--- config.mk ---
export PLATFORM = sky130hd
export DESIGN_NAME = sysref_phase_monitor
export DESIGN_NICKNAME = d
export VERILOG_FILES = /design/src/rtl/sysref_mon_pkg.sv /design/src/rtl/sysref_sync.sv /design/src/rtl/phase_counters.sv /design/src/rtl/align_judge.sv /design/src/rtl/sysref_phase_monitor.sv
export SDC_FILE = /design/constraint.sdc
export NUM_CORES = 1
export LEC_CHECK = 0
export BUFFER_PORTS_ARGS = -buffer_cell sky130_fd_sc_hd__buf_2
export CAP_MARGIN = 20
export CORE_AREA = 10 10 47 49
export CTS_CLUSTER_DIAMETER = 60
export CTS_CLUSTER_SIZE = 14
export DETAILED_ROUTE_END_ITERATION = 16
export DIE_AREA = 0 0 57 59
export MAX_ROUTING_LAYER = met4
export PLACE_DENSITY = 0.73
export SLEW_MARGIN = 5
export SYNTH_ARGS = -nofsm -noshare
export SYNTH_HDL_FRONTEND = slang
export SYNTH_SLANG_ARGS = --single-unit
export TNS_END_PERCENT = 1
--- constraint.sdc ---
create_clock -name clk -period 1.35 [get_ports clk]
set_input_delay 0.0675 -clock clk [delete_from_list [all_inputs] [get_ports clk]]
set_output_delay 0.0675 -clock clk [all_outputs]
set_load 0.03 [all_outputs]
--- src/rtl/sysref_mon_pkg.sv ---
package sysref_mon_pkg;

    typedef enum logic [1:0] {
        EVT_NONE      = 2'd0,
        EVT_ALIGNED   = 2'd1,
        EVT_LMFC_SLIP = 2'd2,
        EVT_REALIGNED = 2'd3
    } evt_status_e;

    typedef enum logic [1:0] {
        DEC_IGNORE,
        DEC_KEEP_ALIGNED,
        DEC_KEEP_SLIP,
        DEC_REALIGN
    } decision_e;

    typedef struct packed {
        logic frame_zero;
        logic lmfc_zero;
    } phase_flags_t;

    function automatic int unsigned cnt_w(input int unsigned n);
        return (n > 1) ? $clog2(n) : 1;
    endfunction

    // Two-level judgement: multiframe phase first, frame phase second.
    function automatic decision_e classify(input logic ev, input logic busy,
                                           input phase_flags_t f);
        if (!ev || busy)  return DEC_IGNORE;
        if (f.lmfc_zero)  return DEC_KEEP_ALIGNED;
        if (f.frame_zero) return DEC_KEEP_SLIP;
        return DEC_REALIGN;
    endfunction

endpackage

--- src/rtl/sysref_sync.sv ---
module sysref_sync
    import sysref_mon_pkg::*;
#(
    parameter int unsigned STAGES = 2
) (
    input  logic clk,
    input  logic rst,
    input  logic async_i,
    output logic rise_o
);
    logic [STAGES-1:0] chain_q;
    logic              last_q;

    always_ff @(posedge clk) begin
        if (rst) chain_q[0] <= 1'b0;
        else     chain_q[0] <= async_i;
    end

    generate
        for (genvar s = 1; s < STAGES; s++) begin : g_stage
            always_ff @(posedge clk) begin
                if (rst) chain_q[s] <= 1'b0;
                else     chain_q[s] <= chain_q[s-1];
            end
        end
    endgenerate

    always_ff @(posedge clk) begin
        if (rst) last_q <= 1'b0;
        else     last_q <= chain_q[STAGES-1];
    end

    assign rise_o = chain_q[STAGES-1] & ~last_q;

    AST_RISE_SINGLE: assert property (@(posedge clk) disable iff (rst)
        rise_o |=> !rise_o);

endmodule

--- src/rtl/phase_counters.sv ---
module phase_counters
    import sysref_mon_pkg::*;
#(
    parameter int unsigned CLKS_PER_FRAME = 4,
    parameter int unsigned FRAMES_PER_MF  = 8
) (
    input  logic         clk,
    input  logic         rst,
    input  logic         load_i,
    output phase_flags_t flags_o
);
    localparam int unsigned FC_W = cnt_w(CLKS_PER_FRAME);
    localparam int unsigned MC_W = cnt_w(FRAMES_PER_MF);
    localparam logic [FC_W-1:0] FC_LAST = FC_W'(CLKS_PER_FRAME - 1);
    localparam logic [MC_W-1:0] MC_LAST = MC_W'(FRAMES_PER_MF - 1);
    // Phase one cycle after phase zero: used when the event cycle becomes zero.
    localparam logic [FC_W-1:0] FC_LOAD = (CLKS_PER_FRAME > 1) ? FC_W'(1) : '0;
    localparam logic [MC_W-1:0] MC_LOAD =
        (CLKS_PER_FRAME > 1 || FRAMES_PER_MF == 1) ? '0 : MC_W'(1);

    logic [FC_W-1:0] fc_q;
    logic [MC_W-1:0] mc_q;
    logic            frame_wrap;

    assign frame_wrap = (fc_q == FC_LAST);

    always_ff @(posedge clk) begin
        if (rst) begin
            fc_q <= '0;
        end else if (load_i) begin
            fc_q <= FC_LOAD;
        end else if (frame_wrap) begin
            fc_q <= '0;
        end else begin
            fc_q <= fc_q + FC_W'(1);
        end
    end

    always_ff @(posedge clk) begin
        if (rst) begin
            mc_q <= '0;
        end else if (load_i) begin
            mc_q <= MC_LOAD;
        end else if (frame_wrap) begin
            mc_q <= (mc_q == MC_LAST) ? '0 : mc_q + MC_W'(1);
        end
    end

    assign flags_o.frame_zero = (fc_q == '0);
    assign flags_o.lmfc_zero  = (fc_q == '0) && (mc_q == '0);

    AST_FRAME_IN_RANGE: assert property (@(posedge clk) disable iff (rst)
        fc_q <= FC_LAST);
    AST_MF_IN_RANGE: assert property (@(posedge clk) disable iff (rst)
        mc_q <= MC_LAST);

endmodule

--- src/rtl/align_judge.sv ---
module align_judge
    import sysref_mon_pkg::*;
(
    input  logic         clk,
    input  logic         rst,
    input  logic         event_i,
    input  logic         busy_i,
    input  phase_flags_t flags_i,
    output logic         load_o,
    output logic         realign_pulse_o,
    output logic         reinit_req_o,
    output evt_status_e  status_o
);
    decision_e dec;
    logic      pending_q;

    assign dec    = classify(event_i, busy_i, flags_i);
    assign load_o = (dec == DEC_REALIGN);

    always_ff @(posedge clk) begin
        if (rst) begin
            status_o        <= EVT_NONE;
            realign_pulse_o <= 1'b0;
        end else begin
            realign_pulse_o <= (dec == DEC_REALIGN);
            unique case (dec)
                DEC_KEEP_ALIGNED: status_o <= EVT_ALIGNED;
                DEC_KEEP_SLIP:    status_o <= EVT_LMFC_SLIP;
                DEC_REALIGN:      status_o <= EVT_REALIGNED;
                default:          status_o <= status_o;
            endcase
        end
    end

    // A realignment arms the request; the first new multiframe boundary fires it.
    always_ff @(posedge clk) begin
        if (rst)                            pending_q <= 1'b0;
        else if (load_o)                    pending_q <= 1'b1;
        else if (pending_q && flags_i.lmfc_zero) pending_q <= 1'b0;
    end

    assign reinit_req_o = pending_q & flags_i.lmfc_zero;

    AST_BUSY_NO_REALIGN: assert property (@(posedge clk) disable iff (rst)
        (event_i && busy_i) |=> !realign_pulse_o);
    AST_REALIGN_STATUS: assert property (@(posedge clk) disable iff (rst)
        realign_pulse_o |-> (status_o == EVT_REALIGNED));
    AST_REINIT_AT_BOUNDARY: assert property (@(posedge clk) disable iff (rst)
        reinit_req_o |-> flags_i.lmfc_zero);
    AST_REINIT_SINGLE: assert property (@(posedge clk) disable iff (rst)
        reinit_req_o |=> !reinit_req_o);
    AST_REALIGN_SINGLE: assert property (@(posedge clk) disable iff (rst)
        realign_pulse_o |=> !realign_pulse_o);

endmodule

--- src/rtl/sysref_phase_monitor.sv ---
module sysref_phase_monitor
    import sysref_mon_pkg::*;
#(
    parameter int unsigned CLKS_PER_FRAME = 4,
    parameter int unsigned FRAMES_PER_MF  = 8,
    parameter int unsigned SYNC_STAGES    = 2
) (
    input  logic       clk,
    input  logic       rst,
    input  logic       sysref_in,
    input  logic       cal_busy,
    output logic       frame_strobe,
    output logic       lmfc_strobe,
    output logic       realign_pulse,
    output logic       reinit_req,
    output logic [1:0] event_status
);
    logic         sysref_rise;
    logic         load;
    phase_flags_t flags;
    evt_status_e  status;

    sysref_sync #(.STAGES(SYNC_STAGES)) u_sync (
        .clk     (clk),
        .rst     (rst),
        .async_i (sysref_in),
        .rise_o  (sysref_rise)
    );

    phase_counters #(
        .CLKS_PER_FRAME (CLKS_PER_FRAME),
        .FRAMES_PER_MF  (FRAMES_PER_MF)
    ) u_counters (
        .clk     (clk),
        .rst     (rst),
        .load_i  (load),
        .flags_o (flags)
    );

    align_judge u_judge (
        .clk             (clk),
        .rst             (rst),
        .event_i         (sysref_rise),
        .busy_i          (cal_busy),
        .flags_i         (flags),
        .load_o          (load),
        .realign_pulse_o (realign_pulse),
        .reinit_req_o    (reinit_req),
        .status_o        (status)
    );

    assign frame_strobe = flags.frame_zero;
    assign lmfc_strobe  = flags.lmfc_zero;
    assign event_status = status;

    AST_LMFC_ON_FRAME: assert property (@(posedge clk) disable iff (rst)
        lmfc_strobe |-> frame_strobe);
    AST_NO_REALIGN_IN_CAL: assert property (@(posedge clk) disable iff (rst)
        (cal_busy && $stable(cal_busy) && $past(cal_busy)) |-> !load);

endmodule

Yosys cells after proc, flatten, opt, wreduce, memory -nomap -nowiden
Cells that the tools add are included.
{"block": "totals", "register_bits": 12, "latch_bits": 0, "ramBits": 0, "romBits": 0, "elab_cells": 47, "memories": 0}
{"block": "classes", "add_sub_neg": 2, "n_mul": 0, "div": 0, "n_lt_le_gt_ge": 0, "eq_ne": 5, "shifts": 0, "muxes": 18, "bitwise_logic": 3, "n_reduce_logical": 10}
{"operator": "2-to-1 mux 2 bit", "count": 6}
{"operator": "2-to-1 mux 1 bit", "count": 10}
{"operator": "equality test 2 bit, second input constant", "count": 3}
{"operator": "case mux 2 bit (3 select lines)", "count": 1}
{"operator": "adder 3 x 1 -> 3 bit, second input constant", "count": 1}
{"operator": "equality test 3 bit, second input constant", "count": 1}
{"operator": "logical NOT 3 bit", "count": 1}
{"operator": "2-to-1 mux 3 bit", "count": 1}
{"operator": "nonzero test 3 bit", "count": 1}
{"operator": "OR reduction 3 bit", "count": 1}
{"operator": "adder 2 x 1 -> 2 bit, second input constant", "count": 1}
{"operator": "AND 1 bit", "count": 2}
{"operator": "equality test 2 x 1 -> 1 bit, second input constant", "count": 1}
{"operator": "logical AND 1 bit", "count": 2}
{"operator": "logical NOT 2 bit", "count": 1}
{"operator": "nonzero test 2 bit", "count": 1}
{"operator": "OR reduction 2 bit", "count": 1}
{"operator": "logical NOT 1 bit", "count": 1}
{"operator": "logical OR 1 bit", "count": 1}
{"operator": "NOT 1 bit", "count": 1}

Logic depth before layout (Yosys ltp)
Gate-level depths: netlist of run 1.
{"block": "logic_depth", "depth_word": 13, "mapped_depth": 5}

By module
A second synthesis of run 1 with hierarchy kept.
{"block": "hier_totals", "cells_unflattened": 51, "hier_area_um2": 528.0}
{"mod": "phase_counters", "n_inst": 1, "cells_per_inst": 27, "area_per_inst_um2": 266.5, "seq_area_each_um2": 100.1}
{"mod": "align_judge", "n_inst": 1, "cells_per_inst": 17, "area_per_inst_um2": 173.9, "seq_area_each_um2": 80.1}
{"mod": "sysref_sync", "n_inst": 1, "cells_per_inst": 7, "area_per_inst_um2": 87.6, "seq_area_each_um2": 60.1}

Worst setup path before layout of run 1
No wires, ideal clock.
{"block": "synth_path", "kind": "reg2out", "startpoint": "register u_counters.fc_q[0]", "endpoint": "output port reinit_req", "arrival_ns": 1.718, "t_required_ns": 1.283, "slack_ns": -0.435, "path_stages_with_launch": 6, "path_buffers": 0, "cell_sequence": "dfxtp_1 > inv_1 > ha_1 > inv_1 > nor2_1 > and2_1"}
{"block": "synth_via", "elab_chain_len": 3}
{"element": "start, declared", "line": "phase_counters.sv:21", "text": "logic [FC_W-1:0] fc_q;"}
{"element": "start signal, assigned", "line": "phase_counters.sv:35", "text": "fc_q <= fc_q + FC_W'(1);"}
{"element": "logical NOT 2 bit"}
{"element": "net frame_strobe", "line": "sysref_phase_monitor.sv:12", "text": "output logic frame_strobe,"}
{"element": "logical AND 1 bit", "line": "phase_counters.sv:50", "text": "assign flags_o.lmfc_zero = (fc_q == '0) && (mc_q == '0);"}
{"element": "net lmfc_strobe", "line": "sysref_phase_monitor.sv:13", "text": "output logic lmfc_strobe,"}
{"element": "AND 1 bit", "line": "align_judge.sv:42", "text": "assign reinit_req_o = pending_q & flags_i.lmfc_zero;"}
{"element": "end, declared", "line": "sysref_phase_monitor.sv:15", "text": "output logic reinit_req,"}
The timed path passes the listed nets, and every way through them passes these cells.

Final worst setup path of run 1
{"block": "layout_path", "startpoint": "register u_counters.fc_q[0]", "endpoint": "output port reinit_req"}
{"block": "layout_via", "elab_chain_len": 3}
{"element": "logical NOT 2 bit", "line": "phase_counters.sv:50"}
{"element": "logical AND 1 bit", "line": "phase_counters.sv:50"}
{"element": "AND 1 bit", "line": "align_judge.sv:42"}
Every way passes these cells.

==> out/results.ini, run 1 <==
[floorplan]
core_area_um2 = 1400
start_util = 0.359
num_io_pins = 10
rows = 14
dieHeight_um = 59
die_w_um = 57
fp.dieArea_um2 = 3360

[clocking]
cts_sinks = 12
clock-root-buffer = clkbuf_4
cts.htree.levels = 1
cts_hold_buf = 0
cts_buffer_depth = 2
numCtsBuffers = 3
clk_latency_ns = 0.27
cts_tree = built
clk_pin_slew_ns = 0.06

[outcome]
run_status = finished, final reports clean

[sta]
max_freq_mhz = 743
fin_crit_ns = 1.35
report.final.setup_viol = 0
skew_ns = 0.00508
worst_slew_pin_slew_ns = 0.296
rsz0062_at_grt = true
relSlewSlack = 0.802
min_period_over_period = 0.996
finalHoldViolations = 0
drv_slew = 0

[power]
p_sw_frac = 0.287
p_leak_nw = 0.310
power_density_nw_per_um2 = 1140
p_int_mw = 0.576
finalPower_mw = 0.807
max-vdd-ir-drop_mv = 0.690
p_comb_frac = 0.264
seqPwrFrac = 0.477
p_switching_mw = 0.232
clockPowerShare = 0.260

[route]
avgRoutedWirePerCell_um = 13.2
wl_um = 1120
dr_total_vias = 404
drc = 0
first_iter_violations = 4
vias_per_cell = 4.75
firstDrtPassIters = 4
ant_nets = 0

[final_layout]
syn_to_final_growth_pct = 41.0
drive_above_1_share = 0.522
final_net_count = 80
final_cell_mix = 8 x buf_2, 8 x dfxtp_1, 6 x nor2_1, 6 x buf_4
fin_util = 0.506
diodes = 0

[synth]
synth_cells = 50
ys_ff_latch = 12
ys_warn_count = 0
syn-cell-area_um2 = 503
synth_nets = 59
ys_seq_area_frac = 0.478
syn_area_per_cell_um2 = 10.1
ys_types = 18

[worst_setup_path]
critical_path.max_fanout = 3
rrSetupSlack_ns = 0.005
rr_startpoint = u_counters.fc_q[0]
cp.required_ns = 1.28
r2r_cells = 6
arrival_ns = 1.28
cp-start-kind = flop
setup.worst_path.class = reg2out
rr_endpoint = u_counters.mc_q[0]
worstSetupEndpointType = primary output

[grt]
grt.total_usage = 0.0732
overflow = 0
grt_first_pass_wirelength_um = 1860
grt_max_degree = 10
antenna_found_initial = 0
first_global_vias = 430

[min_path]
hp-start = sysref_in
hold_path_end = u_sync.chain_q[0]
worstHoldPathType = in2reg
hold_depth = 2

[job]
max_cap_viol_count = 0

[place]
io_buffers = 9
gp_congestion = 0.772
hpwl_um = 696

[logic make-up (layout without fill, tap and decap cells)]
family	count (synthesis)	after routing	share of synthesized area
flops	12	12	0.478
buf+inv	6	25	0.0448
mux	1	1	0.0199
fa+ha+maj	5	5	0.124
simple gates	21	21	0.271
compound gates	5	5	0.0622
[flip-flops by register name (all words and copies together) (netlist names)]
name	count
u_sync.chain_q	2
u_judge.status_o	2
u_judge.pending_q	1
u_sync.last_q	1
u_counters.fc_q	2
u_counters.mc_q	3
u_judge.realign_pulse_o	1
[per-layer routing]
metal / GRT usage / vias to the layer above / share of wire / wire length [µm]
li1: - / 206 / - / -
met1: 0.0614 / 192 / 0.40 / 453
met2: 0.129 / 6 / 0.53 / 599
met3: 0.0451 / 0 / 0.062 / 70
met4: 0.0302 / 0 / 0 / 0
met5: - / - / 0 / 0
[worst max-delay path by stage]
stage	from	endpoint	slack (ns)	cells past startpoint
2_1_floorplan	u_counters.fc_q[0]	reinit_req	0.003	5
3_3_place_gp	u_counters.fc_q[0]	u_counters.fc_q[1]	0.05	5
3_5_place_dp	u_counters.fc_q[0]	u_counters.fc_q[1]	-0.03	5
4_1_cts	u_counters.fc_q[0]	reinit_req	-0.009	7
5_1_grt	u_counters.fc_q[0]	reinit_req	-0.07	7
6_report	u_counters.fc_q[0]	reinit_req	0.005	7
[cell usage after synthesis, drive strengths merged]
| cell type | count | area share |
|---|---|---|
| and2 | 1 | 0.012 |
| a311oi | 1 | 0.017 |
| mux2i | 1 | 0.020 |
| dfxtp | 12 | 0.48 |
| ha | 5 | 0.12 |
| nand3b | 1 | 0.015 |
| nor3b | 3 | 0.065 |
| nor2 | 7 | 0.052 |
| a21oi | 3 | 0.030 |
| a211oi | 1 | 0.015 |
| nand2b | 1 | 0.012 |
| nor3 | 1 | 0.0099 |
| nor4b | 1 | 0.030 |
| nand2 | 1 | 0.0075 |
| or2 | 1 | 0.017 |
| inv | 6 | 0.045 |
| nor2b | 4 | 0.050 |
[cell type report]
type                    instances  area [µm²]
fillers                       127         692
multi-input cells              32         287
flip-flops and latches         12         245
repair buffers                 16         108
inverters                       6        27.5
clock buffers                   3        22.5
well taps                      16        20.0
[power by group through the flow]
| stage | clock [mW] | sequential [mW] | combinational, mW |
|---|---|---|---|
| 2_1_floorplan | 0 | 0.391 | 0.0994 |
| 3_3_place_gp | 0 | 0.388 | 0.143 |
| 3_5_place_dp | 0 | 0.389 | 0.148 |
| 4_1_cts | 0.219 | 0.383 | 0.208 |
| 5_1_grt | 0.232 | 0.386 | 0.234 |
| 6_report | 0.210 | 0.385 | 0.213 |
[per-stage QoR]
stage | worst slack [ns] | area (µm²) | cells | TNS (ns) | hold slack [ns]
detailed placement | -0.0290 | 587 | 76 | -0.0955 | 0.298
global route | -0.0702 | 709 | 85 | -0.263 | 0.0490
floorplan | 0.00257 | 514 | 50 | 0 | 0.139
CTS | -0.00938 | 702 | 85 | -0.00938 | 0.0159
global placement | 0.0465 | 587 | 76 | 0 | 0.281
finish | 0.00500 | 709 | 85 | 0 | 0.0191
[worst max-delay path, cell delays in order (launching register included)]
cell and delay (ns):
dfxtp_2 0.33, inv_4 0.06, ha_4 0.13, buf_6 0.10
inv_4 0.03, nor2_4 0.08, and2_4 0.14, buf_6 0.12
[repair_timing]
| action | in CTS | in global routing |
|---|---|---|
| buffers inserted | 6 | 0 |
| pin swaps | 5 | 2 |
| hold endpoints to repair | 0 | 0 |
| setup endpoints to repair | 6 | 6 |
| resized for setup | 16 | 2 |
Power figures use the tool's default switching activity.
==> inputs of run 2 (changes only) <==
--- a/config.mk
+++ b/config.mk
@@ -12,8 +12,10 @@
 export CTS_CLUSTER_SIZE = 14
 export DETAILED_ROUTE_END_ITERATION = 16
 export DIE_AREA = 0 0 57 59
+export GPL_TIMING_DRIVEN = 0
 export MAX_ROUTING_LAYER = met4
 export PLACE_DENSITY = 0.73
+export SETUP_SLACK_MARGIN = 0.3
 export SLEW_MARGIN = 5
 export SYNTH_ARGS = -nofsm -noshare
 export SYNTH_HDL_FRONTEND = slang
==> run 2 against run 1 <==
Clock power about the same. Hold slack better by 0.029 ns. Sequential share of layout area is 2.2 points lower. Routed wire length increased by 5.3%. Critical path depth down 1. Clock skew is 0.0013 ns higher. Critical path type unchanged. Highest routed layer is now met4.
==> out/results.ini, run 2 (synthesis results as in run 1) <==
[route]
route.met3.wl_um = 49
vias_per_cell = 4.86
avgRoutedWirePerCell_um = 13.7
drt-met1-wl_um = 426
first_iter_violations = 2
firstDrtPassIters = 4
wl_um = 1180
dr_total_vias = 418
top_layer_used = met4
ant_nets = 0
drc = 0
route.met2.wl_um = 695

[worst_setup_path]
rrSetupSlack_ns = 0.07
cp_top_family = simple AND/OR/NAND/NOR gates
rr_endpoint = u_counters.fc_q[1]
r2r_cells = 5
slowest_stage = dfxtp_2
setup.worst_path.class = reg2out
max_stage_delay_ns = 0.33
crit_chain = inv_2, ha_4, nand2b_4, nor2_4, and2_4, buf_6
arrival_ns = 1.25
rr_startpoint = u_counters.fc_q[0]
worstSetupEndpointType = primary output
path_buf_inv = 2
cp.required_ns = 1.28
critical_path.max_fanout = 4
cp-start-kind = flop

[clocking]
cts_tree = built
clock-root-buffer = clkbuf_4
clk_latency_ns = 0.26
numCtsBuffers = 3
cts.htree.levels = 1
cts_sinks = 12
clk_pin_slew_ns = 0.07
cts_buffer_depth = 2
cts_hold_buf = 0

[grt]
grt_first_pass_wirelength_um = 1850
first_global_vias = 454
overflow = 0
grt_max_degree = 10
grt.total_usage = 0.0719
antenna_found_initial = 0

[floorplan]
die_w_um = 57
dieHeight_um = 59
core_area_um2 = 1400
start_util = 0.359
rows = 14
num_io_pins = 10
fp.dieArea_um2 = 3360

[sta]
max_freq_mhz = 760
worst_slew_pin_slew_ns = 0.356
skew_ns = 0.00638
report.final.setup_viol = 0
fin_crit_ns = 1.32
finalHoldViolations = 0
hold_ws_ns = 0.0484
min_period_over_period = 0.975
rsz0062_at_grt = true
drv_slew = 0
relSlewSlack = 0.761
setup_slack_ns = 0.0339

[place]
io_buffers = 9
hpwl_um = 716
place_ws_ns = 0.121
gp_congestion = 0.704

[job]
max_cap_viol_count = 0

[min_path]
hold_path_end = u_sync.chain_q[0]
worstHoldPathType = in2reg
hp-start = sysref_in
hold_depth = 2

[final_layout]
syn_to_final_growth_pct = 50.5
largest_reg_flops = 3
final_net_count = 81
diodes = 0
final_cell_mix = 8 x dfxtp_1, 7 x buf_2, 7 x buf_4
drive_above_1_share = 0.643
regMostFlops = u_counters.mc_q
final_common_cell = dfxtp_1
fin_util = 0.540

[power]
power_density_nw_per_um2 = 1080
max-vdd-ir-drop_mv = 0.727
p_leak_nw = 0.315

[outcome]
run_status = finished, final reports clean

## run 2: cell types whose count changed in the layout (fill, tap and decap cells not counted), moves of 2 or more
cell   before  now
ha_1        3    0
ha_2        1    3
inv_2       1    5
inv_4       2    0
inv_1       3    1
## run 2: final cells by class
class	count	area, µm²
clock buffer	3	22.5
fill	132	644
inverter	6	22.5
multi-input combinational	32	325
sequential	12	245
tap	16	20.0
timing repair buffer	17	121
## run 2: how the worst max path moves through the flow
stage	start	end	slack (ns)	cells past startpoint
floorplan	u_counters.fc_q[1]	reinit_req	0.19	5
global route	u_counters.mc_q[0]	reinit_req	-0.06	6
global placement	u_counters.fc_q[0]	u_counters.fc_q[1]	0.15	5
detailed placement	u_counters.fc_q[0]	u_counters.fc_q[1]	0.12	5
CTS	u_counters.fc_q[0]	reinit_req	0.03	6
finish	u_counters.mc_q[0]	reinit_req	0.03	6
## run 2: metrics by stage
step	power (mW)	setup TNS [ns]	cell area, µm²	instances
4_1_cts	0.793	0	703	86
3_5_place_dp	0.546	0	602	75
5_1_grt	0.872	-0.0559	757	86
6_report	0.821	0	757	86
3_3_place_gp	0.540	0	602	75
2_1_floorplan	0.510	0	537	50
## run 2: power breakdown
| part | switching [mW] | internal [mW] | total, mW |
|---|---|---|---|
| clock | 0.109 | 0.103 | 0.212 |
| sequential | 0.0117 | 0.373 | 0.385 |
| combinational | 0.117 | 0.107 | 0.224 |
## run 2: worst register-to-register path, cell delays in order (launching register included)
cell and delay [ns]:
dfxtp_2 0.34, inv_2 0.06, ha_4 0.17, nor4b_4 0.34, or2_4 0.22, nor3b_2 0.05
## run 2: per-layer routing
layer | global-route usage | up-vias
li1 | - | 208
met1 | 0.0602 | 202
met2 | 0.136 | 6
met3 | 0.0300 | 2
met4 | 0.0302 | 0
met5 | - | -
## run 2: what timing repair did
item	CTS	global route
gates resized for setup	7	14
pin swaps	2	8
setup endpoints to repair	11	12
setup buffers	8	0
cloned	0	0
==> inputs of run 3 (changes only) <==
--- a/config.mk
+++ b/config.mk
@@ -14,7 +14,6 @@
 export DIE_AREA = 0 0 57 59
 export GPL_TIMING_DRIVEN = 0
 export MAX_ROUTING_LAYER = met4
-export PLACE_DENSITY = 0.73
 export SETUP_SLACK_MARGIN = 0.3
 export SLEW_MARGIN = 5
 export SYNTH_ARGS = -nofsm -noshare
==> run 3 against run 2 <==
Utilization shrank 2.6 points. Clock skew shrank 0.0024 ns. Routed wire length shrank 15%. Critical endpoint unchanged. Largest power group unchanged.
==> out/results.ini, run 3 (synthesis results as in run 1) <==
[sta]
report.final.setup_viol = 0
worst_slew_pin_slew_ns = 0.329
rsz0062_at_grt = true
tns_ns = 0
relSlewSlack = 0.780
drv_slew = 0
max_freq_mhz = 751
skew_ns = 0.00396
hold_ws_ns = 0.00616
min_period_over_period = 0.986
setup_slack_ns = 0.0193
finalHoldViolations = 0
fin_crit_ns = 1.33

[worst_setup_path]
critical_path.max_fanout = 4
startpoint = u_counters.mc_q[1]
worstSetupEndpointType = primary output
cp-start-kind = flop
setup.worst_path.class = reg2out
rr_startpoint = u_counters.mc_q[0]
cp.required_ns = 1.28
arrival_ns = 1.26
rrSetupSlack_ns = 0.10

[min_path]
hp-start = sysref_in
worstHoldPathType = in2reg

[final_layout]
instances_no_fill = 85
syn_to_final_growth_pct = 43.3
regMostFlops = u_counters.mc_q
final_cell_mix = 8 x buf_2, 8 x dfxtp_1, 7 x buf_4
drive_above_1_share = 0.609
diodes = 0
fin_util = 0.514
largest_reg_flops = 3
final_net_count = 80

[clocking]
cts_sinks = 12
clk_pin_slew_ns = 0.07
cts_buffer_depth = 2
numCtsBuffers = 3
cts_tree = built
cts_hold_buf = 0
cts.htree.levels = 1
clock-root-buffer = clkbuf_4
clk_latency_ns = 0.27

[grt]
grt.total_usage = 0.0602
first_global_vias = 336
grt_first_pass_wirelength_um = 1530
antenna_found_initial = 0
overflow = 0
grt_max_degree = 10

[route]
vias_per_cell = 4.53
first_iter_violations = 2
dr_total_vias = 385
ant_nets = 0
wl_um = 1010
drc = 0
firstDrtPassIters = 2
avgRoutedWirePerCell_um = 11.8

[power]
p_sw_frac = 0.285
p_leak_nw = 0.304
max-vdd-ir-drop_mv = 0.584
p_int_mw = 0.566
seqPwrFrac = 0.484
power_density_nw_per_um2 = 1100
p_switching_mw = 0.225
p_comb_frac = 0.247
clockPowerShare = 0.269

[floorplan]
dieHeight_um = 59
start_util = 0.359
fp.dieArea_um2 = 3360
die_w_um = 57
core_area_um2 = 1400
rows = 14
num_io_pins = 10

[place]
io_buffers = 9
hpwl_um = 672
place_ws_ns = 0.124
post-place-cells = 75
gp_congestion = 0.697

[job]
max_cap_viol_count = 0

[outcome]
run_status = finished, final reports clean

[run 3: cell count changes in the layout (fill, tap and decap cells not counted), sizes merged]
cell / previous run / this run
buf: 17 / 16
[run 3: layout make-up]
class                   count  area, µm²
multi-input cells          32        307
flip-flops and latches     12        245
well taps                  16       20.0
inverters                   6       22.5
fillers                   133        681
clock buffers               3       22.5
repair buffers             16        104
[run 3: path summary, 6_finish.rpt]
kind	end	cells past startpoint
worst max-delay path	reinit_req	6
worst min-delay path	u_sync.chain_q[0]	2
worst max register to register	u_counters.mc_q[0]	6
worst min register to register	u_sync.chain_q[1]	1
[run 3: stage by stage]
| stage | power [mW] | instance area (µm²) |
|---|---|---|
| after global routing | 0.827 | 721 |
| after global placement | 0.542 | 602 |
| after detailed placement | 0.545 | 602 |
| after floorplan | 0.510 | 537 |
| after CTS | 0.769 | 658 |
| final | 0.791 | 721 |
[run 3: per-layer routing]
layer,vias up,track usage,routed length [µm]
met2,9,0.0884,483
met1,170,0.0576,440
met4,0,0.0403,14
met3,2,0.0386,69
li1,204,-,-
met5,-,-,0
[run 3: power by group through the flow]
stage | Combinational (mW) | Clock [mW] | Sequential (mW)
5_1_grt | 0.215 | 0.228 | 0.384
3_5_place_dp | 0.153 | 0 | 0.392
3_3_place_gp | 0.151 | 0 | 0.391
4_1_cts | 0.167 | 0.220 | 0.382
2_1_floorplan | 0.115 | 0 | 0.395
6_report | 0.196 | 0.213 | 0.383
[run 3: repair_timing]
action                                  CTS  global route
pin swaps                                 2             9
endpoints found under the setup margin   11            11
buffers inserted                          2             5
endpoints found under the hold margin     0             0
resized for setup                         6             8
[run 3: worst max-delay path, stage by stage, from the launching register on]
cell	delay, ns
dfxtp_2	0.33
inv_2	0.07
ha_4	0.14
nand2b_4	0.06
nor2_4	0.13
and2_4	0.15
buf_6	0.12
